$ cat src/rtl/cec_filt_pkg.sv
package cec_filt_pkg;
  // Per-message decision carried from the policy stage to the hold register.
  typedef struct packed {
    logic accept;
    logic ack_en;
    logic bcast;
    logic drop;
  } filt_dec_t;
endpackage

$ cat src/rtl/cec_dest_decode.sv
module cec_dest_decode #(
  parameter int DEST_W = 4,
  parameter int HDR_W  = 8,
  localparam int OWN_W = (1 << DEST_W) - 1
) (
  input  logic [HDR_W-1:0] hdr_byte_i,
  input  logic [OWN_W-1:0] claim_mask_i,
  output logic             claimed_o,
  output logic             bcast_o
);
  localparam logic [DEST_W-1:0] BCAST_ADDR = {DEST_W{1'b1}};

  logic [DEST_W-1:0] dest;
  logic [OWN_W-1:0]  hit_vec;

  assign dest = hdr_byte_i[DEST_W-1:0];

  // One comparator per claimable address; the broadcast index has no mask bit.
  for (genvar g = 0; g < OWN_W; g++) begin : g_hit
    assign hit_vec[g] = claim_mask_i[g] && (dest == DEST_W'(g));
  end

  assign claimed_o = |hit_vec;
  assign bcast_o   = (dest == BCAST_ADDR);
endmodule

$ cat src/rtl/cec_filt_policy.sv
module cec_filt_policy
  import cec_filt_pkg::*;
(
  input  logic      claimed_i,
  input  logic      bcast_i,
  input  logic      promisc_i,
  output filt_dec_t dec_o
);
  always_comb begin
    dec_o        = '0;
    dec_o.bcast  = bcast_i;
    // Broadcast acknowledge polarity is inverted on the bus, so never drive it.
    dec_o.ack_en = claimed_i && !bcast_i;
    dec_o.accept = claimed_i || bcast_i || promisc_i;
    dec_o.drop   = !dec_o.accept;
  end
endmodule

$ cat src/rtl/cec_filt_hold.sv
module cec_filt_hold
  import cec_filt_pkg::*;
(
  input  logic      clk,
  input  logic      rst_n,
  input  logic      load_i,
  input  logic      clear_i,
  input  filt_dec_t dec_i,
  output filt_dec_t dec_q_o
);
  filt_dec_t dec_q, dec_d;

  always_comb begin
    dec_d = dec_q;
    if (clear_i)     dec_d = '0;
    else if (load_i) dec_d = dec_i;
  end

  always_ff @(posedge clk or negedge rst_n) begin
    if (!rst_n) dec_q <= '0;
    else        dec_q <= dec_d;
  end

  assign dec_q_o = dec_q;
endmodule

$ cat src/rtl/cec_rx_dest_filter.sv
module cec_rx_dest_filter
  import cec_filt_pkg::*;
#(
  parameter int DEST_W = 4,
  parameter int HDR_W  = 8,
  localparam int OWN_W = (1 << DEST_W) - 1
) (
  input  logic             clk,
  input  logic             rst_n,
  input  logic [OWN_W-1:0] claim_mask_i,
  input  logic             promisc_i,
  input  logic [HDR_W-1:0] hdr_byte_i,
  input  logic             hdr_valid_i,
  input  logic             msg_end_i,
  input  logic             msg_abort_i,
  output logic             accept_o,
  output logic             ack_en_o,
  output logic             bcast_o,
  output logic             drop_o
);
  logic      claimed, is_bcast;
  filt_dec_t dec_now, dec_held;

  cec_dest_decode #(.DEST_W(DEST_W), .HDR_W(HDR_W)) u_decode (
    .hdr_byte_i   (hdr_byte_i),
    .claim_mask_i (claim_mask_i),
    .claimed_o    (claimed),
    .bcast_o      (is_bcast)
  );

  cec_filt_policy u_policy (
    .claimed_i (claimed),
    .bcast_i   (is_bcast),
    .promisc_i (promisc_i),
    .dec_o     (dec_now)
  );

  cec_filt_hold u_hold (
    .clk     (clk),
    .rst_n   (rst_n),
    .load_i  (hdr_valid_i),
    .clear_i (msg_end_i | msg_abort_i),
    .dec_i   (dec_now),
    .dec_q_o (dec_held)
  );

  assign accept_o = dec_held.accept;
  assign ack_en_o = dec_held.ack_en;
  assign bcast_o  = dec_held.bcast;
  assign drop_o   = dec_held.drop;
endmodule

$ cat config.mk
export PLATFORM = sky130hd
export DESIGN_NAME = cec_rx_dest_filter
export DESIGN_NICKNAME = d
export VERILOG_FILES = /design/src/rtl/cec_filt_pkg.sv /design/src/rtl/cec_dest_decode.sv /design/src/rtl/cec_filt_policy.sv /design/src/rtl/cec_filt_hold.sv /design/src/rtl/cec_rx_dest_filter.sv
export SDC_FILE = /design/constraint.sdc
export NUM_CORES = 1
export LEC_CHECK = 0
export ABC_AREA = 1
export CAP_MARGIN = 5
export CORE_MARGIN = 2
export CORE_UTILIZATION = 32
export CTS_CLUSTER_DIAMETER = 100
export CTS_CLUSTER_SIZE = 12
export DETAILED_ROUTE_END_ITERATION = 16
export PLACE_DENSITY = 0.76
export SYNTH_ARGS = -nofsm -noshare
export SYNTH_HDL_FRONTEND = slang
export SYNTH_HIERARCHICAL = 1
export SYNTH_SLANG_ARGS = --single-unit
$ cat constraint.sdc
create_clock -name clk -period 0.8 [get_ports clk]
set_clock_uncertainty 0.05 [all_clocks]
set_input_delay 0.16 -clock clk [delete_from_list [all_inputs] [get_ports clk]]
set_output_delay 0.16 -clock clk [all_outputs]
set_load 0.03 [all_outputs]
==> results_dict.tcl <==
set metrics [dict create \
    slew_headroom 0.863 \
    drt_first_pass_iters 4 \
    grt_max_degree 9 \
    synth_top_area_share 0.226 \
    dieArea_um2 1700 \
    clkLatencyLatePin_ns 0.25 \
    fin_crit_sh 1.31 \
    cts_max_level 1 \
    wl_per_cell_um 10.6 \
    critPathMaxFanout 5 \
    synth_warnings 6 \
    nets 140 \
    setup_tns_ns -1.46 \
    critical_path_class "in -> reg" \
    violations "negative setup slack" \
    cp_slowest_cell "buf_8" \
    tightest_slew_ns 0.205 \
    vias 576 \
    ir_drop_mv 0.377 \
    largest_reg_flops 4 \
    p_per_area_nw_per_um2 978 \
    post-dp-hpwl_um 986 \
    grt_usage 0.184 \
    numCtsBuffers 3 \
    syn_area_um2 443 \
    finalCriticalPeriod_ns 1.04 \
    grt-ovfl-total 0 \
    antennaDiodeCount 0 \
    max_cap_viol_count 0 \
    worstPathRequired_ns 0.93 \
    critPathArrivalTime_ns 1.17 \
    path_clk_slew_ns 0.04 \
    cts.path.max_buffers 2 \
    io_buffers 28 \
    synth.avg_cell_area_um2 5.99 \
    fp.dieH_um 41.2 \
    io_pins 33 \
    crit_path_end_kind "register" \
    pre_cts_ws_ns -0.933 \
    clock_sinks 4 \
    dp_cells 118 \
    synth_seq_cells 4 \
    avgViaCountPerCell 4.65 \
    cp-start-kind "input port" \
    crit_start "hdr_byte_i[1]" \
    final_antenna_net_count 0 \
    grt_pass1_vias 515 \
    synth-seq-area-share 0.226 \
    core.rowCount 13 \
    syn_nets 103 \
    yosys.cell_types.count 16 \
    start_util 0.340 \
    rsz0062_at_grt "yes" \
    status "finished, violations left" \
    yosys.area.top_type "dfrtp_1" \
    timing.rr.start "u_hold/dec_q_o[1]" \
    final_cell_mix "nand2_1 (22), dlygate4sd2_1 (14), nor2_1 (11), nand3_1 (10)" \
    syn2layout_area_growth_pct 83.6 \
    drv_slew 0 \
    crit_buf_inv 3 \
    layout_setup_ws_ns -0.245 \
    core-area_um2 1300 \
    finalSetupViolations 8 \
    die-width_um 41.2 \
    drt_iter0_markers 11 \
    final_common_cell "nand2_1" \
    worstHoldPathType "in -> async" \
    critPathMaxStageDelay_ns 0.12 \
    drcViolationCount 0 \
    drt-total-wl_mm 1.32 \
    cts_root_buf "clkbuf_4" \
    cp_top_family "simple AND/OR/NAND/NOR gates" \
    drive_above_1_share 0.339 \
    globalplace.congestion 0.755 \
    p_leak_nw 0.451 \
    cts_tree "done" \
    final-instance-count-excl-fill 124 \
    clock.fmax_ghz 0.957 \
    syn-instance-count 74 \
    path_cells "buf_8, buf_8, nor2_4, nand2_1, nand2_1, nor2_1, nor2_1, nor2_1, nand2_1, inv_2, nor2_1, nand3_1, nand2_1" \
    grt_pass1_wl_mm 1.93 \
    hold_viol 0 \
    grt_antenna_before_repair 0 \
    yosys-top-cells-area "dfrtp_1 (23%), nand2_1 (20%), nand3_1 (15%)" \
]
-- final timing paths --
| path | to | slack, ns | cells past startpoint |
|---|---|---|---|
| setup / recovery | u_hold/dec_q_o[2] | -0.24 | 13 |
| hold / removal | u_hold/dec_q_o[1] | 0.06 | 1 |
| setup reg to reg | u_hold/dec_q_o[1] | 0.04 | 3 |
| hold reg to reg | u_hold/dec_q_o[0] | 0.46 | 2 |
| max in group asynchronous | u_hold/dec_q_o[2] | 0.47 | 1 |
| min in group clk | u_hold/dec_q_o[1] | 0.35 | 3 |
-- repair_timing --
| item | 4_1_cts | 5_1_grt |
|---|---|---|
| hold buffers | 0 | 0 |
| setup endpoints to repair | 8 | 8 |
| cloned | 1 | 0 |
| pin swaps | 35 | 20 |
| setup buffers | 2 | 1 |
| gates resized for setup | 42 | 11 |
-- per-layer routing --
metal  wire (um)  share of wire  vias to the layer above  GRT usage
met5           0              0                        -          0
met4          25          0.019                        0      0.121
met3          97          0.074                        2     0.0380
met2         667           0.51                       27      0.355
met1         525           0.40                      243      0.170
li1            -              -                      304          -
-- cells in the mapped netlist --
cell and instances:
inv_4 1, inv_6 1, nand4_1 1, inv_1 6
nor2_2 2, nor2_1 11, nor3_1 1, dfrtp_1 4
nand3_2 3, nand2_1 24, buf_4 1, buf_6 2
nand3_1 13, inv_2 2, nor2_4 1, nand2_2 1
-- worst register-to-register path: stages (launching register included) --
cell     delay (ns)
dfrtp_1        0.37
buf_4          0.13
nand2_1        0.06
nand2_1        0.04
-- cell families after synthesis --
| logic type | Yosys count | share of synthesized area |
|---|---|---|
| buf+inv | 13 | 0.170 |
| flops | 4 | 0.226 |
| simple gates | 57 | 0.605 |
-- layout make-up --
cell class	instances	area (um^2)
fill	127	488
timing repair buffer	35	328
multi-input combinational	57	299
sequential	4	100
inverter	10	45.0
clock buffer	3	22.5
tap	15	18.8
-- report_power, final --
part	internal, mW	switching [mW]	total (mW)	leakage [nW]
clock network	0.169	0.104	0.273	0.0138
registers	0.209	0.00455	0.214	0.0551
logic	0.158	0.149	0.308	0.383
total	0.537	0.258	0.795	0.451
-- stage by stage --
stage	util	total power [mW]	hold WS [ns]	cell area, um^2
finish	0.625	0.795	0.0610	813
global route	0.625	0.836	0.0772	813
CTS	0.615	0.784	0.0699	801
detailed placement	0.566	0.517	0.326	737
global placement	0.566	0.510	0.322	737
floorplan	-	0.364	-0.186	460
(Power assumes the default switching activity.)
